File: config.mk
export PLATFORM = sky130hd
export DESIGN_NAME = sector_guard
export DESIGN_NICKNAME = d
export VERILOG_FILES = /design/src/rtl/sg_pkg.sv /design/src/rtl/sg_ctrl.sv /design/src/rtl/sg_data.sv /design/src/rtl/sector_guard.sv
export SDC_FILE = /design/constraint.sdc
export NUM_CORES = 1
export LEC_CHECK = 0
export CAP_MARGIN = 25
export CORE_ASPECT_RATIO = 0.6
export CORE_MARGIN = 2
export CORE_UTILIZATION = 40
export DETAILED_ROUTE_END_ITERATION = 12
export HOLD_SLACK_MARGIN = 0.05
export MAX_ROUTING_LAYER = met4
export SLEW_MARGIN = 5
export SYNTH_ARGS = -nofsm -noshare
export SYNTH_HDL_FRONTEND = slang
export SYNTH_SLANG_ARGS = --single-unit
File: constraint.sdc
create_clock -name clk -period 2.6 [get_ports clk]
set_input_delay 0.39 -clock clk [delete_from_list [all_inputs] [get_ports clk]]
set_output_delay 0.39 -clock clk [all_outputs]
set_load 0.05 [all_outputs]
File: src/rtl/sg_pkg.sv
package sg_pkg;
  localparam logic [7:0] OP_KEY_A   = 8'h55;
  localparam logic [7:0] OP_KEY_B   = 8'hAA;
  localparam logic [7:0] OP_KEY_ERS = 8'h80;
  localparam logic [7:0] OP_KEY_PRG = 8'hA0;
  localparam logic [7:0] OP_ERASE   = 8'h2B;
  localparam logic [7:0] OP_PROG    = 8'h23;
  localparam logic [7:0] OP_READ    = 8'h2F;

  typedef enum logic [2:0] {
    TRK_IDLE, TRK_K1, TRK_K2, TRK_E3, TRK_E4, TRK_P3, TRK_P4
  } trk_e;

  typedef struct packed {
    logic eraseAll;
    logic commit;
    logic stageInit;
    logic stageByte;
    logic rdLoad;
    logic rdInc;
  } sgCtl_t;
endpackage

File: src/rtl/sg_ctrl.sv
module sg_ctrl
  import sg_pkg::*;
#(
  parameter int BUSY_CYCLES = 40,
  parameter int MAX_DATA    = 256
) (
  input  logic       clk,
  input  logic       rst_n,
  input  logic       frmStart,
  input  logic [7:0] frmOpcode,
  input  logic       frmHasAddr,
  input  logic       dataValid,
  input  logic       frmEnd,
  input  logic       rdNext,
  output sgCtl_t     ctl,
  output logic       busy
);
  localparam int CNT_W  = $clog2(MAX_DATA + 2);
  localparam int BUSY_W = $clog2(BUSY_CYCLES + 1);
  localparam logic [CNT_W-1:0]  DATA_LIM  = CNT_W'(MAX_DATA);
  localparam logic [CNT_W-1:0]  CNT_SAT   = CNT_W'(MAX_DATA + 1);
  localparam logic [BUSY_W-1:0] BUSY_LOAD = BUSY_W'(BUSY_CYCLES);

  trk_e              state, nxtState;
  logic [7:0]        curOp;
  logic              curHasAddr;
  logic              inFrame;
  logic [CNT_W-1:0]  dataCnt;
  logic [BUSY_W-1:0] busyCnt;
  logic              keyFrame;
  logic              progFrame;

  assign busy      = (busyCnt != '0);
  assign keyFrame  = inFrame && curHasAddr && (dataCnt == '0);
  assign progFrame = inFrame && (state == TRK_P4) && (curOp == OP_PROG) && curHasAddr;

  always_comb begin
    nxtState = state;
    if (frmEnd && inFrame) begin
      nxtState = TRK_IDLE;
      if (!busy) begin
        case (state)
          TRK_IDLE: if (keyFrame && curOp == OP_KEY_A) nxtState = TRK_K1;
          TRK_K1:   if (keyFrame && curOp == OP_KEY_B) nxtState = TRK_K2;
          TRK_K2: begin
            if (keyFrame && curOp == OP_KEY_ERS)      nxtState = TRK_E3;
            else if (keyFrame && curOp == OP_KEY_PRG) nxtState = TRK_P3;
          end
          TRK_E3:   if (keyFrame && curOp == OP_KEY_B) nxtState = TRK_E4;
          TRK_P3:   if (keyFrame && curOp == OP_KEY_A) nxtState = TRK_P4;
          default:  nxtState = TRK_IDLE;
        endcase
      end
    end
  end

  always_comb begin
    ctl.stageInit = frmStart && !busy && (state == TRK_P4) &&
                    (frmOpcode == OP_PROG) && frmHasAddr;
    ctl.stageByte = dataValid && !busy && progFrame && (dataCnt < DATA_LIM);
    ctl.commit    = frmEnd && !busy && progFrame &&
                    (dataCnt != '0) && (dataCnt <= DATA_LIM);
    ctl.eraseAll  = frmEnd && inFrame && !busy && (state == TRK_E4) &&
                    (curOp == OP_ERASE) && !curHasAddr && (dataCnt == '0);
    ctl.rdLoad    = frmStart && (frmOpcode == OP_READ) && frmHasAddr;
    ctl.rdInc     = rdNext;
  end

  always_ff @(posedge clk) begin
    if (!rst_n) begin
      state      <= TRK_IDLE;
      curOp      <= '0;
      curHasAddr <= 1'b0;
      inFrame    <= 1'b0;
      dataCnt    <= '0;
      busyCnt    <= '0;
    end else begin
      state <= nxtState;
      if (frmStart) begin
        inFrame    <= 1'b1;
        curOp      <= frmOpcode;
        curHasAddr <= frmHasAddr;
        dataCnt    <= '0;
      end else if (frmEnd) begin
        inFrame <= 1'b0;
      end else if (dataValid && inFrame && dataCnt != CNT_SAT) begin
        dataCnt <= dataCnt + 1'b1;
      end
      if (ctl.commit || ctl.eraseAll) busyCnt <= BUSY_LOAD;
      else if (busyCnt != '0)         busyCnt <= busyCnt - 1'b1;
    end
  end
endmodule

File: src/rtl/sg_data.sv
module sg_data
  import sg_pkg::*;
#(
  parameter int SECTORS   = 64,
  parameter int REG_BYTES = 9,
  parameter int PTR_W     = 4,
  parameter int SECT_W    = 6
) (
  input  logic                   clk,
  input  logic                   rst_n,
  input  sgCtl_t                 ctl,
  input  logic [23:0]            frmAddr,
  input  logic [7:0]             dataByte,
  input  logic [SECT_W-1:0]      qrySector,
  output logic [7:0]             rdData,
  output logic                   sectGuarded,
  output logic [7:0]             ceByte,
  output logic [REG_BYTES*8-1:0] regFlat
);
  localparam int GUARD_BYTES = SECTORS / 8;
  localparam int SEL_W       = SECT_W - 3;

  logic [REG_BYTES*8-1:0] stageFlat;
  logic [PTR_W-1:0]       wrPtr, rdPtr;
  logic [7:0]             guardByte;

  for (genvar g = 0; g < REG_BYTES; g++) begin : gByte
    localparam logic [PTR_W-1:0] IDX = PTR_W'(g);
    logic [7:0] memB, stgB;
    always_ff @(posedge clk) begin
      if (!rst_n) begin
        memB <= 8'hFF;
        stgB <= 8'hFF;
      end else begin
        if (ctl.eraseAll)    memB <= 8'hFF;
        else if (ctl.commit) memB <= memB & stgB;
        if (ctl.stageInit)                         stgB <= 8'hFF;
        else if (ctl.stageByte && wrPtr == IDX)    stgB <= stgB & dataByte;
      end
    end
    assign regFlat[g*8 +: 8]   = memB;
    assign stageFlat[g*8 +: 8] = stgB;
  end

  always_ff @(posedge clk) begin
    if (!rst_n) begin
      wrPtr <= '0;
      rdPtr <= '0;
    end else begin
      if (ctl.stageInit)      wrPtr <= frmAddr[PTR_W-1:0];
      else if (ctl.stageByte) wrPtr <= wrPtr + 1'b1;
      if (ctl.rdLoad)         rdPtr <= frmAddr[PTR_W-1:0];
      else if (ctl.rdInc)     rdPtr <= rdPtr + 1'b1;
    end
  end

  always_comb begin
    rdData = 8'hFF;
    for (int i = 0; i < REG_BYTES; i++)
      if (rdPtr == PTR_W'(i)) rdData = regFlat[i*8 +: 8];
  end

  always_comb begin
    guardByte = 8'hFF;
    for (int i = 0; i < GUARD_BYTES; i++)
      if (qrySector[SECT_W-1:3] == SEL_W'(i)) guardByte = regFlat[i*8 +: 8];
  end

  assign sectGuarded = ~guardByte[qrySector[2:0]];
  assign ceByte      = regFlat[GUARD_BYTES*8 +: 8];
endmodule

File: src/rtl/sector_guard.sv
module sector_guard
  import sg_pkg::*;
#(
  parameter int SECTORS     = 64,
  parameter int BUSY_CYCLES = 40,
  parameter int MAX_DATA    = 256,
  localparam int GUARD_BYTES = SECTORS / 8,
  localparam int REG_BYTES   = GUARD_BYTES + 1,
  localparam int PTR_W       = $clog2(REG_BYTES),
  localparam int SECT_W      = $clog2(SECTORS)
) (
  input  logic              clk,
  input  logic              rst_n,
  input  logic              frmStart,
  input  logic [7:0]        frmOpcode,
  input  logic              frmHasAddr,
  input  logic [23:0]       frmAddr,
  input  logic              dataValid,
  input  logic [7:0]        dataByte,
  input  logic              frmEnd,
  input  logic              rdNext,
  output logic [7:0]        rdData,
  input  logic [SECT_W-1:0] qrySector,
  input  logic              bpProtected,
  output logic              sectGuarded,
  output logic              writeDenied,
  output logic              chipEraseBlock,
  output logic              busy
);
  sgCtl_t                 ctl;
  logic [7:0]             ceByte;
  logic [REG_BYTES*8-1:0] regFlat;

  sg_ctrl #(.BUSY_CYCLES(BUSY_CYCLES), .MAX_DATA(MAX_DATA)) uCtrl (
    .clk(clk), .rst_n(rst_n), .frmStart(frmStart), .frmOpcode(frmOpcode),
    .frmHasAddr(frmHasAddr), .dataValid(dataValid), .frmEnd(frmEnd),
    .rdNext(rdNext), .ctl(ctl), .busy(busy)
  );

  sg_data #(.SECTORS(SECTORS), .REG_BYTES(REG_BYTES), .PTR_W(PTR_W), .SECT_W(SECT_W)) uData (
    .clk(clk), .rst_n(rst_n), .ctl(ctl), .frmAddr(frmAddr), .dataByte(dataByte),
    .qrySector(qrySector), .rdData(rdData), .sectGuarded(sectGuarded),
    .ceByte(ceByte), .regFlat(regFlat)
  );

  assign writeDenied    = sectGuarded | bpProtected;
  assign chipEraseBlock = ~&ceByte;
endmodule

==> run summary, run 1 <==
Clock Latency Late Sink = 450 ps
internal power = 4730 uW
setup TNS = -1260 ps
drt via density = 5.62
routed len/inst = 19.8 um
Max Fclk = 359 MHz
I/O pins = 66
most common cell after layout, fill and taps aside = dfxtp_1
Final GP Congestion = 0.927
Net Sw Power = 1800 uW
nature of the critical path endpoint = output pin
Total Nets Final = 1063
power density over the cells = 625 mW/mm2
synthesized instance count = 920
Ant. Diodes = 0
DRT antenna net count = 0
Worst VDD drop = 416 uV
register clock-pin slew on the reported worst setup and hold paths = 70 ps
part of the power in the clock network = 0.398
post-synth top area cell = dfxtp_1
Final Setup Violations = 10
initial core utilization = 0.411
share of the synthesized area in the top cell type = 0.435
PnR Total Power = 6530 uW
DRT Pass-1 Iters = 8
outcome = finished, violations left
Tmin final = 2790 ps
Final Worst Setup Slack = -187 ps
# DRC = 0
ys flop type = dfxtp_1
Pleak = 0.00369 uW
row cnt = 40
Synth area leaders = dfxtp_1 (44%), nand3b_1 (6.6%), o21ai_0 (6.5%)
Post-Synthesis Net Count = 987
FFs w/ async S/R, synth = 0
Max Clock Skew = 14.7 ps
Syn Area/Cell = 9.00 um2
largest net degree at the start of global routing = 74
Die X = 190 um
Sequential Power Share = 0.441
Detail Placement HPWL = 16.8 mm
max_slew headroom = 0.352
die height = 115 um
crit-path max FO = 14
layout cells sized above 1 = 0.187
max_cap viols = 0
Final Core Density = 0.518
placed cells = 1228
CTS H-tree depth = 4
grt total ovfl = 0
failing checks = setup timing
Core ar. = 0.0202 mm2
clock sinks = 180
Least-Margin Pin Slew = 967 ps
area grow syn2layout = 26.1%
combinational cell fraction of total power = 0.160
Arr. time, crit path = 2400 ps
root buffer selected by CTS = clkbuf_16
Critical Path RT = 2210 ps
final cell count without fillers = 1281
sequential element share of the synthesized area = 0.435
Critical Path Slowest Stage Cell = dfxtp_4
total global-route track usage = 0.243
RSZ-0062 raised after global routing = true
die area = 0.0219 mm2
Hold Fails Final Rpt = 0
final wirelength = 25.4 mm
first-pass GRT wire length = 39.1 mm
worst hold path type = reg2reg
Max Slew Vio Count = 0
Net Sw Frac = 0.275
CP Launch Type = register
initial antenna violation count = 0
Synth Register Bits = 180
TritonCTS clock tree = done
period utilization = 1.07
Vias = 7205
cts bufs inserted = 17
Distinct cells, synth = 61
yosys warns = 0
Port Buffers = 45
cell repeated most along the worst path = buf_12
crit-path cells = inv_2 -> ha_4 -> buf_12 -> buf_12 -> nor3b_2 -> o311ai_2 -> o21ai_1 -> o21ai_1 -> o221a_2 -> buf_12
Post-Syn Area = 0.00828 mm2
commonest non-fill, non-tap cells in the layout = dfxtp_1 (176), nand2_1 (114), o21ai_0 (91)
Post-synth EDFFs = 0
number of global-route vias before repair = 6533
Worst path max stage delay = 340 ps
CTS max path bufs = 2
initial drt markers = 618
Crit Path Category = reg2out
pre-CTS setup slack = -515 ps
[synth_stat cells, types with 8 or more instances]
cell      count
dfxtp_1     180
nand2_1     114
o21ai_0     107
nand3b_1     73
a21o_1       64
nor2_1       39
mux2i_1      25
buf_2        23
inv_1        23
a21oi_1      22
nor3b_1      21
clkbuf_1     20
nor2b_1      18
nand4_1      17
ha_1         13
o311ai_0     10
xor2_1       10
a221oi_1      8
nand2b_1      8
[cell families (layout without fill, tap and decap cells)]
logic type	Yosys count	count (layout)	share of synthesized area
flops	180	180	0.435
xor+xnor	17	17	0.0180
compound gates	252	252	0.196
fa+ha+maj	13	13	0.0196
mux	31	31	0.0424
simple gates	339	339	0.236
buf+inv	88	176	0.0532
[critical path, delay by kind of cell, from the launching register on]
family                   cells  cell delay, ps
buffers and inverters        4             510
AO/OA/AOI/OAI                4             820
flip-flops                   1             340
adder cells (fa/ha/maj)      1             200
AND/OR/NAND/NOR              1              60
[worst paths after layout]
path	depth (start not counted)	slack, ps	from	to
max	10	-190	uData.rdPtr[1]$_SDFFE_PN0P_	rdData[0]
min	1	450	uData.gByte[1].stgB[7]$_SDFFE_PP1P_	uData.gByte[1].stgB[7]$_SDFFE_PP1P_
max reg2reg	6	370	uCtrl.busyCnt[3]$_SDFFE_PN0P_	uData.gByte[6].memB[1]$_SDFFE_PP1P_
min reg2reg	1	450	uData.gByte[1].stgB[7]$_SDFFE_PP1P_	uData.gByte[1].stgB[7]$_SDFFE_PP1P_
[layer usage]
metal / vias up / GRT usage / part of all wire
li1: 3451 / - / -
met4: 0 / 0.0724 / 0.019
met2: 273 / 0.313 / 0.38
met3: 30 / 0.0591 / 0.086
met1: 3451 / 0.365 / 0.51
met5: - / - / 0
[power groups by stage]
stage                     Sequential (uW)  Clock [uW]  Combinational (uW)
final                                2880        2600                1050
after global routing                 2880        2770                1120
after CTS                            2880        2640                1010
after detailed placement             2940           0                 924
after global placement               2940           0                 917
after floorplan                      2930           0                 580
[registers in the layout, summed over array words and instances, names as in the netlist]
register and count:
uCtrl.dataCnt 9, uData.wrPtr 4, uData.rdPtr 4, uData.gByte.memB 64, uData.gByte.stgB 72, uCtrl.busyCnt 6
uCtrl.state 3, uCtrl.curHasAddr 1, uData.ceByte 8, uCtrl.curOp 8, uCtrl.inFrame 1
[stage by stage]
step	cell area (um2)	hold slack, ps
after floorplan	8300	421
after global placement	9350	429
after detailed placement	9350	434
after CTS	10200	449
after global routing	10400	458
final	10400	446
[layout make-up]
| cell class | instances | area [um2] |
|---|---|---|
| Inverter | 23 | 90.1 |
| Sequential cell | 180 | 3610 |
| Fill cell | 1859 | 9730 |
| Multi-Input combinational cell | 652 | 4520 |
| Tap cell | 273 | 342 |
| Clock inverter | 14 | 155 |
| Clock buffer | 17 | 425 |
| Timing Repair Buffer | 122 | 1300 |
[timing repair]
action,4_1_cts,5_1_grt
pin swaps,12,20
buffers inserted,12,10
endpoints found under the hold margin,0,0
setup endpoints to repair,10,10
resized for setup,57,41
hold buffers,0,0
cloned,2,0
No activity file was read; power rests on OpenSTA's default activity.
==> run 2: changes to the inputs <==
--- a/config.mk
+++ b/config.mk
@@ -8,10 +8,11 @@
 export CAP_MARGIN = 25
 export CORE_ASPECT_RATIO = 0.6
 export CORE_MARGIN = 2
-export CORE_UTILIZATION = 40
+export CORE_UTILIZATION = 55
 export DETAILED_ROUTE_END_ITERATION = 12
 export HOLD_SLACK_MARGIN = 0.05
 export MAX_ROUTING_LAYER = met4
+export PLACE_DENSITY = 0.76
 export SLEW_MARGIN = 5
 export SYNTH_ARGS = -nofsm -noshare
 export SYNTH_HDL_FRONTEND = slang
==> run summary, run 2 (synthesis results as in run 1) <==
Largest register FFs = 72 (unchanged)
Fillers = 1086 (was 1859)
Least-Margin Pin Slew = 691 ps (was 967 ps)
clock sinks = 180 (unchanged)
Max Slew Vio Count = 0 (unchanged)
max_cap viols = 0 (unchanged)
RSZ-0062 raised after global routing = true (unchanged)
die area = 0.0161 mm2 (was 0.0219 mm2)
Crit Path Category = reg2out (unchanged)
total global-route track usage = 0.324 (was 0.243)
largest registers = uData.gByte.stgB x72, uData.gByte.memB x64, uCtrl.dataCnt x9 (unchanged)
most common cell after layout, fill and taps aside = dfxtp_1 (unchanged)
Ant. Diodes = 0 (unchanged)
TritonCTS clock tree = done (unchanged)
Core ar. = 0.0146 mm2 (was 0.0202 mm2)
CTS max path bufs = 2 (unchanged)
initial core utilization = 0.568 (was 0.411)
area grow syn2layout = 24.6% (was 26.1%)
Max Fclk = 360 MHz (was 359 MHz)
outcome = finished, violations left (unchanged)
Largest Register = uData.gByte.stgB (unchanged)
Die X = 162 um (was 190 um)
Pleak = 0.00370 uW (was 0.00369 uW)
largest net degree at the start of global routing = 68 (was 74)
worst hold path type = reg2reg (unchanged)
DRT antenna net count = 0 (unchanged)
final cell count without fillers = 1208 (was 1281)
Final Instance Area = 0.0103 mm2 (was 0.0104 mm2)
Final Setup Violations = 8 (was 10)
I/O pins = 66 (unchanged)
final wirelength = 24.9 mm (was 25.4 mm)
CP Launch Type = register (unchanged)
Clock Latency Late Sink = 430 ps (was 450 ps)
initial drt markers = 954 (was 618)
placed cells = 1156 (was 1228)
R2R Setup Slk = 220 ps (was 370 ps)
number of global-route vias before repair = 7025 (was 6533)
cts bufs inserted = 17 (unchanged)
Fin Hold WS = 446 ps (about the same)
failing checks = setup timing (unchanged)
Final GP Congestion = 1.03 (was 0.927)
max_slew headroom = 0.537 (was 0.352)
initial antenna violation count = 0 (unchanged)
die height = 99.1 um (was 115 um)
crit-path max FO = 6 (was 14)
Tmin final = 2780 ps (was 2790 ps)
Hold-fix buffers, CTS = 0 (unchanged)
CTS H-tree depth = 4 (unchanged)
DRT Pass-1 Iters = 5 (was 8)
nature of the critical path endpoint = output pin (unchanged)
first-pass GRT wire length = 39.1 mm (about the same)
Worst VDD drop = 404 uV (was 416 uV)
period utilization = 1.07 (about the same)
row cnt = 34 (was 40)
routed len/inst = 20.6 um (was 19.8 um)
Vias = 7517 (was 7205)
layout cells sized above 1 = 0.182 (was 0.187)
# DRC = 0 (unchanged)
Total Nets Final = 1064 (was 1063)
Detail Placement HPWL = 15.6 mm (was 16.8 mm)
Final Worst Setup Slack = -175 ps (was -187 ps)
register clock-pin slew on the reported worst setup and hold paths = 70 ps (about the same)
root buffer selected by CTS = clkbuf_16 (unchanged)
Max Clock Skew = 11.3 ps (was 14.7 ps)
Port Buffers = 45 (unchanged)
Hold Fails Final Rpt = 0 (unchanged)
grt total ovfl = 0 (unchanged)
placed cell areas = 0.00926 mm2 (was 0.00935 mm2)
drt via density = 6.22 (was 5.62)
commonest non-fill, non-tap cells in the layout = dfxtp_1 (170), nand2_1 (114), o21ai_0 (92) (was dfxtp_1 (176), nand2_1 (114), o21ai_0 (91))
power density over the cells = 631 mW/mm2 (was 625 mW/mm2)
Critical Path RT = 2210 ps (about the same)
Arr. time, crit path = 2390 ps (was 2400 ps)
-- run 2: cell count changes in the layout (fill, tap and decap cells not counted), moves of 4 or more --
cell	delta
buf_6	+7
a221oi_2	-4
buf_12	-5
dfxtp_2	+7
dfxtp_1	-6
buf_4	-5
a221oi_1	+4
-- run 2: worst max-delay path: stages, from the launching register on --
cell and delay, ps:
dfxtp_2 340, inv_2 40, buf_6 110, ha_4 200, buf_12 150, buf_6 120
nor2b_4 120, o311ai_2 240, o21ai_1 110, o21ai_1 160, o221a_2 240, buf_12 140
-- run 2: path summary, 6_finish.rpt --
path	startpoint	endpoint	cells after the start
max	uData.rdPtr[1]$_SDFFE_PN0P_	rdData[7]	11
max reg2reg	uCtrl.busyCnt[3]$_SDFFE_PN0P_	uData.gByte[7].memB[6]$_SDFFE_PP1P_	6
min	uData.gByte[1].stgB[6]$_SDFFE_PP1P_	uData.gByte[1].stgB[6]$_SDFFE_PP1P_	1
min reg2reg	uData.gByte[1].stgB[6]$_SDFFE_PP1P_	uData.gByte[1].stgB[6]$_SDFFE_PP1P_	1
-- run 2: power breakdown --
| part | total [uW] | internal (uW) | switching, uW |
|---|---|---|---|
| combinational | 1100 | 501 | 602 |
| clock | 2520 | 1310 | 1220 |
| sequential | 2880 | 2810 | 68.6 |
-- run 2: cell type report --
| cell class | instances | area [um2] | area share |
|---|---|---|---|
| timing repair buffer | 123 | 1320 | 0.128 |
| multi-input combinational | 652 | 4460 | 0.433 |
| clock buffer | 19 | 443 | 0.0429 |
| tap | 198 | 248 | 0.0240 |
| sequential | 180 | 3620 | 0.351 |
| inverter | 23 | 90.1 | 0.00873 |
| clock inverter | 13 | 134 | 0.0130 |
-- run 2: repair_timing --
item / in CTS / in global routing
pin swaps: 22 / 16
gates resized for setup: 78 / 27
setup buffers: 14 / 2
endpoints found under the setup margin: 11 / 10
gates cloned: 5 / 0
-- run 2: metrics by stage --
| stage | worst slack [ps] | total power [uW] | setup TNS, ps | util |
|---|---|---|---|---|
| after floorplan | 9.24 | 3510 | 0 | - |
| after global placement | -282 | 3870 | -529 | 0.634 |
| after detailed placement | -304 | 3890 | -567 | 0.635 |
| after CTS | -193 | 6470 | -912 | 0.698 |
| after global routing | -239 | 6720 | -1520 | 0.707 |
| final | -175 | 6510 | -877 | 0.707 |
-- run 2: layer usage --
layer / GRT usage / part of all wire
met1: 0.461 / 0.45
met2: 0.444 / 0.40
met3: 0.0842 / 0.11
met4: 0.108 / 0.028
met5: - / 0
==> run 3: changes to the inputs <==
--- a/config.mk
+++ b/config.mk
@@ -8,11 +8,11 @@
 export CAP_MARGIN = 25
 export CORE_ASPECT_RATIO = 0.6
 export CORE_MARGIN = 2
-export CORE_UTILIZATION = 55
+export CORE_UTILIZATION = 50
 export DETAILED_ROUTE_END_ITERATION = 12
 export HOLD_SLACK_MARGIN = 0.05
 export MAX_ROUTING_LAYER = met4
-export PLACE_DENSITY = 0.76
+export PLACE_DENSITY = 0.7
 export SLEW_MARGIN = 5
 export SYNTH_ARGS = -nofsm -noshare
 export SYNTH_HDL_FRONTEND = slang
==> constraint.sdc (replaced) <==
create_clock -name clk -period 3.6 [get_ports clk]
set_input_delay 0.54 -clock clk [delete_from_list [all_inputs] [get_ports clk]]
set_output_delay 0.54 -clock clk [all_outputs]
set_load 0.05 [all_outputs]
==> run summary, run 3 (synthesis results as in run 1) <==
Least-Margin Pin Slew = 1080 ps (was 691 ps)
Final Instance Area = 0.00951 mm2 (was 0.0103 mm2)
initial core utilization = 0.511 (was 0.568)
nature of the critical path endpoint = output pin (unchanged)
routed len/inst = 19.2 um (was 20.6 um)
Detail Placement HPWL = 14.6 mm (was 15.6 mm)
root buffer selected by CTS = clkbuf_16 (unchanged)
largest net degree at the start of global routing = 52 (was 68)
total global-route track usage = 0.267 (was 0.324)
Max Clock Skew = 13.5 ps (was 11.3 ps)
Net Sw Frac = 0.270 (was 0.290)
internal power = 3330 uW (was 4620 uW)
Sequential Power Share = 0.457 (was 0.443)
Hold Fails Final Rpt = 0 (unchanged)
Register Area = 0.00360 mm2 (was 0.00362 mm2)
Max Slew Vio Count = 0 (unchanged)
area grow syn2layout = 14.8% (was 24.6%)
layout cells sized above 1 = 0.0923 (was 0.182)
Vias = 7026 (was 7517)
Ant. Diodes = 0 (unchanged)
row cnt = 36 (was 34)
Net Sw Power = 1230 uW (was 1890 uW)
DRT antenna net count = 0 (unchanged)
Crit Path Category = in2out (was reg2out)
most common cell after layout, fill and taps aside = dfxtp_1 (unchanged)
outcome = completed (was finished, violations left)
max_slew headroom = 0.280 (was 0.537)
Tmin final = 3550 ps
Worst VDD drop = 331 uV (was 404 uV)
Max Fclk = 282 MHz
Port Buffers = 45 (unchanged)
number of global-route vias before repair = 6402 (was 7025)
CTS H-tree depth = 4 (unchanged)
clock sinks = 180 (unchanged)
register clock-pin slew on the reported worst setup and hold paths = 70 ps (about the same)
launch point of the worst path = qrySector[5] (was uData.rdPtr[1]$_SDFFE_PN0P_)
Fillers = 1463 (was 1086)
CP Launch Type = input pin (was register)
crit-path max FO = 17 (was 6)
area taken by multi-input logic gates = 0.00427 mm2 (was 0.00446 mm2)
DRT Pass-1 Iters = 5 (unchanged)
worst hold path type = reg2reg (unchanged)
Setup Buffers After CTS = 0 (was 14)
largest registers = uData.gByte.stgB x72, uData.gByte.memB x64, uCtrl.dataCnt x9 (unchanged)
TritonCTS clock tree = done (unchanged)
HP Start = uData.gByte[4].stgB[4]$_SDFFE_PP1P_ (was uData.gByte[1].stgB[6]$_SDFFE_PP1P_)
Final GP Congestion = 0.984 (was 1.03)
initial drt markers = 837 (was 954)
Pleak = 0.00331 uW (was 0.00370 uW)
initial antenna violation count = 0 (unchanged)
Largest register FFs = 72 (unchanged)
PnR Total Power = 4560 uW (was 6510 uW)
Largest Register = uData.gByte.stgB (unchanged)
RSZ-0062 raised after global routing = false (was true)
Arr. time, crit path = 3010 ps (was 2390 ps)
period utilization = 0.986
Core ar. = 0.0162 mm2 (was 0.0146 mm2)
Die X = 170 um (was 162 um)
die area = 0.0176 mm2 (was 0.0161 mm2)
part of the power in the clock network = 0.407 (was 0.388)
I/O pins = 66 (unchanged)
Total Nets Final = 1008 (was 1064)
first-pass GRT wire length = 36.0 mm (was 39.1 mm)
Hold Path Cell Cnt = 1 (unchanged)
grt total ovfl = 0 (unchanged)
Clock Latency Late Sink = 430 ps (about the same)
# DRC = 0 (unchanged)
Critical Path RT = 3060 ps (was 2210 ps)
CTS max path bufs = 2 (unchanged)
final wirelength = 22.4 mm (was 24.9 mm)
combinational cell fraction of total power = 0.136 (was 0.169)
drt via density = 6.05 (was 6.22)
setup TNS = 0 ps (was -877 ps)
Final Setup Violations = 0 (was 8)
R2R cell count = 6 (unchanged)
commonest non-fill, non-tap cells in the layout = dfxtp_1 (180), nand2_1 (114), o21ai_0 (107) (was dfxtp_1 (170), nand2_1 (114), o21ai_0 (92))
placed cell areas = 0.00892 mm2 (was 0.00926 mm2)
die height = 104 um (was 99.1 um)
cts bufs inserted = 17 (unchanged)
RR Startpoint = uCtrl.busyCnt[3]$_SDFFE_PN0P_ (unchanged)
power density over the cells = 480 mW/mm2 (was 631 mW/mm2)
max_cap viols = 0 (unchanged)
==> run 3: stage by stage <==
stage           util  cells  setup slack, ps  hold slack, ps
2_1_floorplan      -    920              393             421
3_3_place_gp   0.550   1131              175             429
3_5_place_dp   0.550   1131              177             434
4_1_cts        0.586   1162             89.5             449
5_1_grt        0.586   1162             2.12             458
6_report       0.586   1162             51.7             447
==> run 3: layer usage <==
layer	vias to the layer above	track usage	wire, um
met5	-	-	0
li1	3340	-	-
met3	35	0.0512	1790
met2	282	0.351	8700
met1	3369	0.413	11500
met4	0	0.0641	336
==> run 3: cell type report <==
class / instances / area share
timing repair buffer: 67 / 0.0750
clock buffer: 19 / 0.0455
inverter: 23 / 0.00908
multi-input combinational: 652 / 0.449
clock inverter: 12 / 0.0151
sequential: 180 / 0.379
tap: 209 / 0.0275
==> run 3: timing repair <==
action / 4_1_cts / 5_1_grt
endpoints found under the setup margin: 1 / 3
resized for setup: 1 / 3
hold buffers: 0 / 0
==> run 3: power groups by stage <==
stage	Sequential [uW]	Combinational, uW	Clock [uW]
3_5_place_dp	2130	612	0
2_1_floorplan	2120	417	0
6_report	2080	622	1860
4_1_cts	2080	616	1880
5_1_grt	2090	672	1960
3_3_place_gp	2130	608	0
==> run 3: path summary, 6_finish.rpt <==
path                                                            end  slack [ps]
worst max-delay path                                    sectGuarded          50
worst min-delay path            uData.gByte[4].stgB[4]$_SDFFE_PP1P_         450
worst max register to register  uData.gByte[0].stgB[7]$_SDFFE_PP1P_        1170
worst min register to register  uData.gByte[4].stgB[4]$_SDFFE_PP1P_         450
==> run 3: worst max-delay path: stages <==
cell and delay (ps):
clkdlybuf4s50_1 690, buf_4 290, nand2b_1 130, o221ai_1 100, a2111oi_0 600, nor4_1 130, o21ai_0 330, buf_12 190
